--- src/rtl/hic_pkg.sv ---
package hic_pkg;
  typedef logic [1:0] evt_inc_t;

  // number of phases reporting a terminated pulse this cycle
  function automatic evt_inc_t phase_events(input logic a, input logic b);
    return {1'b0, a} + {1'b0, b};
  endfunction
endpackage

--- src/rtl/hic_fault_accum.sv ---
module hic_fault_accum
  import hic_pkg::*;
#(
  parameter int CNT_W = 14
) (
  input  logic     clk,
  input  logic     rst_n,
  input  evt_inc_t inc,
  input  logic     clr_tick,
  input  logic     man_clr,
  output logic     trig
);
  localparam logic [CNT_W-1:0] CNT_MAX = '1;

  logic [CNT_W-1:0] cnt_q, cnt_d;
  logic [CNT_W:0]   sum;

  assign sum = {1'b0, cnt_q} + {{(CNT_W-1){1'b0}}, inc};

  always_comb begin
    if (man_clr || clr_tick)  cnt_d = '0;
    else if (sum[CNT_W])      cnt_d = CNT_MAX;
    else                      cnt_d = sum[CNT_W-1:0];
  end

  always_ff @(posedge clk or negedge rst_n) begin
    if (!rst_n) cnt_q <= '0;
    else        cnt_q <= cnt_d;
  end

  assign trig = cnt_q[CNT_W-1];

  a_r4_no_wrap: assert property (@(posedge clk) disable iff (!rst_n)
    (cnt_q == CNT_MAX && !clr_tick && !man_clr) |=> cnt_q == CNT_MAX);
  a_r2_monotone: assert property (@(posedge clk) disable iff (!rst_n)
    (!clr_tick && !man_clr) |=> cnt_q >= $past(cnt_q));
  a_r5_cleared: assert property (@(posedge clk) disable iff (!rst_n)
    clr_tick |=> cnt_q == '0);
  a_r8_mclr_cnt: assert property (@(posedge clk) disable iff (!rst_n)
    man_clr |=> cnt_q == '0);
endmodule

--- src/rtl/hic_clear_timer.sv ---
module hic_clear_timer #(
  parameter int PERIOD = 12_000_000
) (
  input  logic clk,
  input  logic rst_n,
  input  logic man_clr,
  output logic tick
);
  localparam int TW = (PERIOD > 2) ? $clog2(PERIOD) : 1;
  localparam logic [TW-1:0] LAST = TW'(PERIOD - 1);

  logic [TW-1:0] tmr_q;

  assign tick = (tmr_q == LAST);

  always_ff @(posedge clk or negedge rst_n) begin
    if (!rst_n)                tmr_q <= '0;
    else if (man_clr || tick)  tmr_q <= '0;
    else                       tmr_q <= tmr_q + 1'b1;
  end

  a_r5_in_range: assert property (@(posedge clk) disable iff (!rst_n)
    tmr_q <= LAST);
  a_r5_spaced: assert property (@(posedge clk) disable iff (!rst_n)
    tick |=> !tick);
endmodule

--- src/rtl/hic_episode_ctr.sv ---
module hic_episode_ctr #(
  parameter int HIC_LIMIT = 4
) (
  input  logic clk,
  input  logic rst_n,
  input  logic trig,
  input  logic man_clr,
  output logic shutdown
);
  localparam int HW = $clog2(HIC_LIMIT + 1);
  localparam logic [HW-1:0] LIM = HW'(HIC_LIMIT);

  logic          trig_q;
  logic          rise;
  logic [HW-1:0] ep_q;

  assign rise = trig && !trig_q;

  always_ff @(posedge clk or negedge rst_n) begin
    if (!rst_n) begin
      trig_q <= 1'b0;
      ep_q   <= '0;
    end else if (man_clr) begin
      trig_q <= 1'b0;
      ep_q   <= '0;
    end else begin
      trig_q <= trig;
      if (rise && ep_q != LIM) ep_q <= ep_q + 1'b1;
    end
  end

  assign shutdown = (ep_q == LIM);

  a_r7_hold: assert property (@(posedge clk) disable iff (!rst_n)
    (shutdown && !man_clr) |=> shutdown);
  a_r6_quiet: assert property (@(posedge clk) disable iff (!rst_n)
    (!rise && !man_clr) |=> $stable(ep_q));
  a_r6_bounded: assert property (@(posedge clk) disable iff (!rst_n)
    ep_q <= LIM);
endmodule

--- src/rtl/hiccup_fault_ctrl.sv ---
module hiccup_fault_ctrl
  import hic_pkg::*;
#(
  parameter int CNT_W      = 14,
  parameter int CLR_PERIOD = 12_000_000,
  parameter int HIC_LIMIT  = 4
) (
  input  logic clk,
  input  logic rst_n,
  input  logic term_a,
  input  logic term_b,
  input  logic man_clr,
  output logic ss_discharge,
  output logic shutdown
);
  evt_inc_t inc;
  logic     clr_tick;
  logic     trig;

  assign inc = phase_events(term_a, term_b);

  hic_clear_timer #(.PERIOD(CLR_PERIOD)) u_timer (
    .clk(clk), .rst_n(rst_n), .man_clr(man_clr), .tick(clr_tick)
  );

  hic_fault_accum #(.CNT_W(CNT_W)) u_accum (
    .clk(clk), .rst_n(rst_n), .inc(inc), .clr_tick(clr_tick),
    .man_clr(man_clr), .trig(trig)
  );

  hic_episode_ctr #(.HIC_LIMIT(HIC_LIMIT)) u_episode (
    .clk(clk), .rst_n(rst_n), .trig(trig), .man_clr(man_clr),
    .shutdown(shutdown)
  );

  assign ss_discharge = trig || shutdown;

  a_r8_mclr_out: assert property (@(posedge clk) disable iff (!rst_n)
    man_clr |=> (!shutdown && !ss_discharge));
  a_r7_discharge: assert property (@(posedge clk) disable iff (!rst_n)
    shutdown |-> ss_discharge);
endmodule

--- config.mk ---
export PLATFORM = sky130hd
export DESIGN_NAME = hiccup_fault_ctrl
export DESIGN_NICKNAME = d
export VERILOG_FILES = /design/src/rtl/hic_pkg.sv /design/src/rtl/hic_fault_accum.sv /design/src/rtl/hic_clear_timer.sv /design/src/rtl/hic_episode_ctr.sv /design/src/rtl/hiccup_fault_ctrl.sv
export SDC_FILE = /design/constraint.sdc
export NUM_CORES = 1
export LEC_CHECK = 0
export BUFFER_PORTS_ARGS = -buffer_cell sky130_fd_sc_hd__buf_4
export CORE_ASPECT_RATIO = 1.2
export CORE_MARGIN = 5
export CORE_UTILIZATION = 61
export CTS_CLUSTER_SIZE = 16
export DETAILED_ROUTE_END_ITERATION = 10
export PLACE_DENSITY = 0.84
export RECOVER_POWER = 100
export SKIP_LAST_GASP = 1
export SLEW_MARGIN = 15
export SYNTH_ARGS = -nofsm -noshare
export SYNTH_HDL_FRONTEND = slang
export SYNTH_SLANG_ARGS = --single-unit
--- constraint.sdc ---
create_clock -name clk -period 2.4 [get_ports clk]
set_input_delay 0.24 -clock clk [delete_from_list [all_inputs] [get_ports clk]]
set_output_delay 0.24 -clock clk [all_outputs]
set_load 0.1 [all_outputs]
# Word level (Yosys, flattened, before mapping)
# Index checks and enable logic that the tools add are counted.
word_totals:
  reg_bits: 42
  input_bits: 5
  elab_cells: 23
op_classes:
  n_addsub: 4
  n_eq_ne: 3
  n_mux: 6
  n_reduce_logical: 6
op_table:
  columns: ["operator", "n"]
  rows:
  - ["14-bit 2-to-1 mux", 2]
  - ["24-bit by 1-bit adder with 24-bit output (second input constant)", 1]
  - ["24-bit == test (second input constant)", 1]
  - ["24-bit 2-to-1 mux", 1]
  - ["14-bit by 2-bit adder with 15-bit output", 1]
  - ["3-bit 2-to-1 mux", 2]
  - ["3-bit by 1-bit adder with 3-bit output (second input constant)", 1]
  - ["3-bit == test (second input constant)", 1]
  - ["3-bit inequality test (second input constant)", 1]
  - ["1-bit by 1-bit adder with 2-bit output", 1]
  - ["1-bit logical AND", 2]
  - ["1-bit logical OR", 2]
  - ["2-bit nonzero test", 1]
  - ["1-bit zero test", 1]
  - ["1-bit 2-to-1 mux", 1]

# Logic depth before layout (Yosys ltp)
# Gate-level depths: netlist (run 1).
logic_depth:
  ltp_word: 5
  depth_mapped: 10
  ltp_nobuf: 9

# Modules after synthesis
# A second synthesis (run 1) with hierarchy kept.
unflattened:
  cells_unflattened: 232
  area_unflattened_um2: 2316.0
by_module_without_submodules:
  columns: ["module", "n_inst", "cells_each", "area_each_um2"]
  rows:
  - ["hic_clear_timer", 1, 131, 1270.0]
  - ["hic_fault_accum", 1, 78, 795.8]
  - ["hic_episode_ctr", 1, 21, 231.5]
  - ["hiccup_fault_ctrl", 1, 2, 18.8]

# Worst setup path after synthesis (run 1)
# Ideal clock, no wire load.
synth_path:
  path_kind: "register -> output"
  start: "register u_episode.ep_q[0]"
  end: "output ss_discharge"
  arrival_ns: 1.936
  t_required_ns: 2.160
  path_slack_ns: 0.224
  stages_incl_launch_ff: 5
  cell_sequence: "dfrtp_1 > inv_1 > ha_1 > and2_1 > or2_2"
synth_between:
  elab_chain_len: 2
synth_rtl:
  columns: ["item", "line_no", "rtl"]
  rows:
  - ["start: declaration", "hic_episode_ctr.sv:15", "logic [HW-1:0] ep_q;"]
  - ["start signal: assignment", "hic_episode_ctr.sv:28", "if (rise && ep_q != LIM) ep_q <= ep_q + 1'b1;"]
  - ["3-bit == test", "hic_episode_ctr.sv:32", "assign shutdown = (ep_q == LIM);"]
  - ["net shutdown", "hiccup_fault_ctrl.sv:14", "output logic shutdown"]
  - ["1-bit logical OR", "hiccup_fault_ctrl.sv:36", "assign ss_discharge = trig || shutdown;"]
  - ["end: declaration", "hiccup_fault_ctrl.sv:13", "output logic ss_discharge,"]
# The timed path passes the listed nets, and every way through them passes these cells.

# Worst setup path in the final report (run 1)
layout_path:
  start: "register u_accum.cnt_q[0]"
  end: "register u_accum.cnt_q[12]"
layout_between:
  elab_chain_len: 3
layout_rtl:
  columns: ["item", "line_no", "rtl"]
  rows:
  - ["start: declaration", "hic_fault_accum.sv:15", "logic [CNT_W-1:0] cnt_q, cnt_d;"]
  - ["start signal: assignment", "hic_fault_accum.sv:28", "else cnt_q <= cnt_d;"]
  - ["14-bit by 2-bit adder with 15-bit output", "hic_fault_accum.sv:18", "assign sum = {1'b0, cnt_q} + {{(CNT_W-1){1'b0}}, inc};"]
  - ["14-bit 2-to-1 mux", "hic_fault_accum.sv:22", "else if (sum[CNT_W]) cnt_d = CNT_MAX;"]
  - ["14-bit 2-to-1 mux", "hic_fault_accum.sv:21", "if (man_clr || clr_tick) cnt_d = '0;"]
  - ["net u_accum.cnt_d[12]", "hic_fault_accum.sv:15", null]
# The timed path passes the listed nets, and every way through them passes these cells.
# A chain may end at the register's enable or synchronous reset.

==> summary.md, run 1 <==
| Metric | Value |
|---|---|
| Num Clock Sinks | `42` |
| Cells after Synth | `231` |
| Die Ht | `76.0 um` |
| Dpl hpwl | `2720 um` |
| Mean post-synth cell area | `9.58 um2` |
| Largest family of logic cells by synthesized area | `simple AND/OR/NAND/NOR gates` |
| Worst hold path type | `in -> reg` |
| Total gr overflow | `0` |
| Hold Startpoint | `man_clr` |
| Row count | `24` |
| Hold Path Sink | `u_timer.tmr_q[2]$_DFF_PN0_` |
| Peak supply drop | `0.000330 V` |
| CP endpoint kind | `flop` |
| Status | `complete, no violations` |
| Drt drc | `0` |
| Routed vias/inst | `5.85` |
| Setup_tns | `0 ns` |
| Post-Synth Simple-Gate Area | `28.2%` |
| Area growth syn-to-layout | `5.43%` |
| Vias in the first global route | `1585` |
| Max-Cap Viols | `0` |
| Critical path buffers and inverters | `2` |
| Slew Viols, Final | `0` |
| Post-synthesis xor/xnor area fraction | `9.89%` |
| Reg clk slew, reported paths | `0.09 ns` |
| Adder-Cell Fraction of Synth Area | `3.17%` |
| RSZ-0062 raised after global routing | `no` |
| Drt initial violations | `162` |
| Synth Cell Area | `approximately 0.0022 mm2` |
| Arr. time, crit path | `~2.3 ns` |
| ANT cells | `0` |
| Wire per inst | `14.5 um` |
| Lkg Pwr | `0.993 nW` |
| CP startpoint kind | `flop` |
| Dpl cells | `267` |
| Post-synthesis sequential area ratio | `47.5%` |
| Post-synth EDFFs | `0` |
| Compound-cell area share of the yosys netlist | `about 6.0%` |
| R2r endpoint | `u_accum.cnt_q[12]$_DFF_PN0_` |
| Slowest stage delay, CP | `approximately 0.38 ns` |
| Clock latency on the worst-skew pair | `0.30 ns` |
| Critical path class | `reg -> reg` |
| Total CTS buffers | `5` |
| Clock buffer depth | `2` |
| Yosys reg bits | `42` |
| Slowest cell on crit path | `fa_1` |
| Largest net degree at the start of global routing | `43` |
| Commonest non-fill, non-tap cell in the layout | `dfrtp_1` |
| Multi-input gate area | `0.00104 mm2` |
| Ports | `7` |
| Fill count | `289` |
| Asr flop ratio synth | `between 90% and 100%` |
| Clock skew | `0.0112 ns` |
| Data required, critical path | `2.59 ns` |
| GRT Resource Usage Total | `18.0%` |
| Tcrit/Tclk final | `86.3%` |
| Total Routed Length | `3990 um` |
| R2R setup slack | `about 0.33 ns` |
| Synth cell types | `39` |
| Yosys warns | `0` |
| Via count | `1614` |
| Power Density | `549 mW/mm2` |
| Worst Tran Pin Value | `a little over 1 ns` |
| Predominant post-synthesis flop cell | `dfrtp_1` |
| Fin. Hold Viols | `0` |
| Syn_nets | `241` |
| Pwr Total | `1.28 mW` |
| IO Port Bufs | `6` |
| Commonest cells after routing, fill and taps aside | `42 x dfrtp_1, 35 x nor2_1, 22 x nand2_1` |
| R2R depth | `9` |
| Worst-path cell chain | `inv_1 > fa_1 > inv_1 > ha_1 > and4_1 > nand2_1 > nor3_1 > mux2i_1 > nor2_1` |
| Nets | `roughly 250` |
| Share of cells above drive strength 1 | `roughly 8.4%` |
| Placer Congestion | `0.839` |
| Fmax | `483 MHz` |
| Initial antenna violation count | `0` |
| ANT nets after route | `0` |
| Final setup fails | `0` |
| Post_cts resized | `0` |
| Min cycle time layout | `2.07 ns` |
| CP most frequent cell | `inv_1` |
| Worst path top cell family by delay | `simple AND/OR/NAND/NOR gates` |
| Max-slew headroom | `32.1%` |
| Core Footprint | `0.00357 mm2` |
| Crit-path max FO | `7` |
| First drt pass iteration count | `4` |
| Critical R2R Launch | `u_accum.cnt_q[0]$_DFF_PN0_` |
| Non-filler cells, final | `276` |
| First-pass GRT wire length | `7050 um` |
| WHS Path Cells | `2` |
| Clock root cell | `clkbuf_8` |
| Die span in x | `65.0 um` |
| Die Area | `0.00494 mm2` |
| Sequential cell area | `0.00105 mm2` |
| Post-synthesis mux area share | `0.904%` |
| Initial Utilization | `61.9%` |
| CTS H-Tree Depth | `2` |
| # Post-CTS Setup Buffers | `0` |
| CTS tree | `built` |
-- cells in the mapped netlist (2+ instances only) --
cell type	instances	share of area (%)
nor3_1	15	3.4
a31oi_1	3	0.85
nand3_1	9	2.0
clkbuf_1	4	0.68
mux2i_1	2	0.90
a21oi_1	13	2.9
buf_6	3	1.5
nand2b_1	2	0.57
nor2b_1	3	0.85
nand2_1	22	3.7
and3_1	5	1.4
ha_1	4	2.3
o21ai_0	3	0.68
nor2_1	33	5.6
nor2_2	2	0.57
inv_1	8	1.4
nand4_4	2	1.9
nor3b_1	2	0.68
nand4_1	7	2.0
xor2_1	9	3.6
dfrtp_1	42	47
xnor2_1	16	6.3
nor4_1	2	0.57
and2_1	2	0.57
and4_1	3	1.2
buf_2	2	0.45
-- metrics by stage --
stage / cell area [um2] / worst slack, ns / hold WS, ns / utilization, %
finish: 2330 / 0.328 / 0.173 / 65.3
global route: 2330 / 0.0556 / 0.187 / 65.3
CTS: 2370 / 0.317 / 0.175 / 66.2
detailed placement: 2260 / 0.266 / 0.252 / 63.3
global placement: 2260 / 0.322 / 0.251 / 63.3
floorplan: 2210 / 0.224 / -0.0556 / -
-- metal layers --
| metal | vias up | track usage [%] | routed length, um | part of all wire [%] |
|---|---|---|---|---|
| li1 | 797 | - | - | - |
| met3 | 8 | 5.75 | 146 | 3.7 |
| met2 | 33 | 30.0 | 1990 | 50 |
| met1 | 776 | 22.2 | 1800 | 45 |
| met4 | 0 | 5.29 | 55 | 1.4 |
| met5 | - | 0 | 0 | 0 |
-- flip-flops by register name, indices dropped and copies added (netlist names) --
signal	cells
u_timer.tmr_q	24
u_accum.cnt_q	14
u_episode.ep_q	3
u_episode.trig_q	1
-- cell type report --
cell class | count | area share [%]
repair buffers | 8 | 2.90
clock inverters | 2 | 0.536
well taps | 39 | 2.09
flip-flops and latches | 42 | 45.0
clock buffers | 6 | 3.54
multi-input cells | 171 | 44.6
inverters | 8 | 1.29
-- worst reg2reg max path: stages, from the launching register on --
cell and delay (ns):
dfrtp_1 0.33, inv_1 0.05, fa_1 0.38, inv_1 0.07
ha_1 0.19, and4_1 0.33, nand2_1 0.13, nor3_1 0.24
mux2i_1 0.21, nor2_1 0.06
-- cell families after synthesis --
kind of cell               count (synthesis)
buffers and inverters                     18
AOI/OAI and AO/OA                         22
and+or+nand+nor                          117
xor gates and xnor gates                  25
DFF                                       42
muxes                                      2
adders and majority gates                  5
-- worst max-delay path by stage --
stage,startpoint,to,slack [ns],cells after the start
floorplan,u_episode.ep_q[0]$_DFFE_PN0P_,ss_discharge,0.22,4
global placement,term_a,u_accum.cnt_q[12]$_DFF_PN0_,0.32,10
detailed placement,term_a,u_accum.cnt_q[12]$_DFF_PN0_,0.27,10
CTS,u_accum.cnt_q[0]$_DFF_PN0_,u_accum.cnt_q[12]$_DFF_PN0_,0.32,9
global route,u_accum.cnt_q[0]$_DFF_PN0_,u_accum.cnt_q[12]$_DFF_PN0_,0.06,9
finish,u_accum.cnt_q[0]$_DFF_PN0_,u_accum.cnt_q[12]$_DFF_PN0_,0.33,9
-- what timing repair did --
| action | in CTS | in global routing |
|---|---|---|
| hold endpoints to repair | 42 | 0 |
| hold buffers | 1 | 0 |
| setup endpoints to repair | 0 | 0 |
-- power breakdown --
group / total, mW / internal [mW] / leakage [nW] / switching (mW)
Clock: 0.480 / 0.231 / 0.0472 / 0.248
Sequential: 0.732 / 0.720 / 0.582 / 0.0118
Combinational: 0.0708 / 0.0276 / 0.364 / 0.0432
Note: power is estimated with default switching activity, not from simulation.
==> run 2, diff against run 1 <==
==> constraint.sdc (replaced) <==
create_clock -name clk -period 2.4 [get_ports clk]
set_input_delay 0.12 -clock clk [delete_from_list [all_inputs] [get_ports clk]]
set_output_delay 0.12 -clock clk [all_outputs]
set_load 0.1 [all_outputs]
==> run 2 against run 1 <==
Wire length shrank 4.8%. Maximum frequency decreased by 1.6%. Via count unchanged. Clock skew decreased by 0.0031 ns. Largest power group unchanged.
==> summary.md, run 2 (same netlist as run 1, synthesis figures left out) <==
| Metric | Value |
|---|---|
| Status | `complete, no violations` |
| Clock buffer depth | `2 (unchanged)` |
| Post_cts resized | `0 (unchanged)` |
| Logic pwr share | `5.4% (about the same)` |
| Min cycle time layout | `2.10 ns (+0.0329 ns)` |
| Vias in the first global route | `1612 (+1.7%)` |
| CTS tree | `built` |
| Internal power | `0.978 mW (-0.11%)` |
| Tcrit/Tclk final | `87.7% (+1.4 points)` |
| Data required, critical path | `2.57 ns (-0.02 ns)` |
| Largest net degree at the start of global routing | `43 (unchanged)` |
| ANT cells | `0 (unchanged)` |
| First-pass GRT wire length | `6950 um (-1.5%)` |
| Final setup fails | `0 (unchanged)` |
| Area growth syn-to-layout | `5.09%` |
| Clock Power Share | `37.4% (about the same)` |
| CTS H-Tree Depth | `2 (unchanged)` |
| RSZ-0062 raised after global routing | `no` |
| Drt drc | `0 (unchanged)` |
| Fin worst setup slack | `0.296 ns (-0.0329 ns)` |
| Peak supply drop | `0.000414 V (+25%)` |
| Nets | `246 (unchanged)` |
| Crit-path max FO | `25 (+18)` |
| Sequential power share | `57.2% (about the same)` |
| CTS Hold Bufs | `1 (unchanged)` |
| Worst hold path type | `in -> reg` |
| Clock latency on the worst-skew pair | `0.30 ns (about the same)` |
| Via count | `1614 (unchanged)` |
| Routed vias/inst | `5.85 (unchanged)` |
| Share of cells above drive strength 1 | `8.44% (unchanged)` |
| Setup_tns | `0 ns (unchanged)` |
| Drt initial violations | `158 (-2.5%)` |
| # Post-CTS Setup Buffers | `0 (unchanged)` |
| Util after Layout | `65.1% (-0.21 points)` |
| Reg clk slew, reported paths | `0.08 ns (about the same)` |
| Net switching power | `0.299 mW (-1.4%)` |
| Ports | `7 (unchanged)` |
| CP startpoint kind | `flop` |
| Dpl hpwl | `2680 um (-1.8%)` |
| Initial antenna violation count | `0 (unchanged)` |
| Largest registers | `u_timer.tmr_q: 24 flops, u_accum.cnt_q: 14 flops, u_episode.ep_q: 3 flops` |
| Row count | `24 (unchanged)` |
| First drt pass iteration count | `4 (unchanged)` |
| GRT Resource Usage Total | `17.8% (-0.21 points)` |
| Arr. time, crit path | `2.28 ns (+0.02 ns)` |
| Commonest non-fill, non-tap cell in the layout | `dfrtp_1` |
| Total CTS buffers | `5 (unchanged)` |
| Initial Utilization | `61.9% (unchanged)` |
| CP endpoint kind | `flop` |
| Slew Viols, Final | `0 (unchanged)` |
| Placer Congestion | `0.835 (-0.51%)` |
| Fin. Hold Viols | `0 (unchanged)` |
| ANT nets after route | `0 (unchanged)` |
| Critical path class | `reg -> reg` |
| Max reg flops | `24 (unchanged)` |
| Worst hold margin | `0.0485 ns (-0.124 ns)` |
| Clock skew | `0.00812 ns (-0.00311 ns)` |
| Power Density | `549 mW/mm2 (about the same)` |
| Max-Cap Viols | `0 (unchanged)` |
| Commonest cells after routing, fill and taps aside | `42 x dfrtp_1, 35 x nor2_1, 22 x nand2_1` |
| Fmax | `475 MHz (-1.6%)` |
| Die Area | `0.00494 mm2 (unchanged)` |
| Core Footprint | `0.00357 mm2 (unchanged)` |
| Num Clock Sinks | `42 (unchanged)` |
| IO Port Bufs | `6 (unchanged)` |
| Total Routed Length | `3800 um (-4.8%)` |
| Top reg by flops | `u_timer.tmr_q` |
| Wire per inst | `13.8 um (-4.8%)` |
| Die Ht | `76.0 um (unchanged)` |
| Sw Share | `23.4% (-0.23 points)` |
| Clock root cell | `clkbuf_8` |
| Pre-CTS setup slack | `0.329 ns (+0.0625 ns)` |
| Worst Tran Pin Value | `1.00 ns (-0.0170 ns)` |
| Die span in x | `65.0 um (unchanged)` |
| Lkg Pwr | `0.993 nW (about the same)` |
| Max-slew headroom | `33.3% (+1.1 points)` |
| Total gr overflow | `0 (unchanged)` |
## run 2: changes by cell type in the layout (fill, tap and decap cells not counted)
cell / before / now
and2_0: 2 / 1
and2_1: 0 / 1
o21bai_2: 0 / 1
o21bai_4: 1 / 0
## run 2: path summary, 6_finish.rpt
check / startpoint / endpoint / slack [ns] / cells past startpoint
max in group asynchronous: rst_n / u_accum.cnt_q[2]$_DFF_PN0_ / 1.27 / 2
hold / removal: man_clr / u_episode.ep_q[0]$_DFFE_PN0P_ / 0.05 / 2
setup reg to reg: u_timer.tmr_q[8]$_DFF_PN0_ / u_accum.cnt_q[9]$_DFF_PN0_ / 0.30 / 6
hold reg to reg: u_timer.tmr_q[0]$_DFF_PN0_ / u_timer.tmr_q[0]$_DFF_PN0_ / 0.49 / 1
min in group asynchronous: rst_n / u_timer.tmr_q[10]$_DFF_PN0_ / 0.52 / 2
setup / recovery: u_timer.tmr_q[8]$_DFF_PN0_ / u_accum.cnt_q[9]$_DFF_PN0_ / 0.30 / 6
## run 2: per-layer routing
metal | GRT usage [%] | part of all wire, % | vias to the layer above | wire length (um)
met1 | 21.4 | 44 | 780 | 1680
met4 | 7.61 | 2.1 | 0 | 81
met3 | 4.87 | 3.3 | 8 | 124
li1 | - | - | 800 | -
met2 | 29.7 | 50 | 26 | 1920
met5 | 0 | 0 | - | 0
## run 2: layout make-up
type,count,area [um2]
fill,292,1250
sequential,42,1050
multi-input combinational,171,1030
clock buffer,6,82.6
timing repair buffer,8,67.6
tap,39,48.8
inverter,8,30.0
clock inverter,2,12.5
## run 2: stage by stage
| stage | area (um2) | cells | total power [mW] |
|---|---|---|---|
| 6_report | 2330 | 276 | 1.28 |
| 5_1_grt | 2330 | 276 | 1.34 |
| 4_1_cts | 2370 | 276 | 1.30 |
| 3_5_place_dp | 2260 | 267 | 0.818 |
| 3_3_place_gp | 2260 | 267 | 0.816 |
| 2_1_floorplan | 2210 | 231 | 0.790 |
## run 2: power groups by stage
stage	registers (mW)	clock network (mW)	logic [mW]
floorplan	0.741	0	0.0491
global placement	0.745	0	0.0708
detailed placement	0.745	0	0.0727
CTS	0.731	0.492	0.0740
global route	0.733	0.528	0.0811
finish	0.731	0.477	0.0687
## run 2: worst max-delay path, cell delays in order, from the launching register on
cell and delay (ns):
dfrtp_1 0.44, or4_1 0.53, nor2_1 0.11, nand3_1 0.16, o21bai_2 0.44, buf_12 0.23, nor3_1 0.07
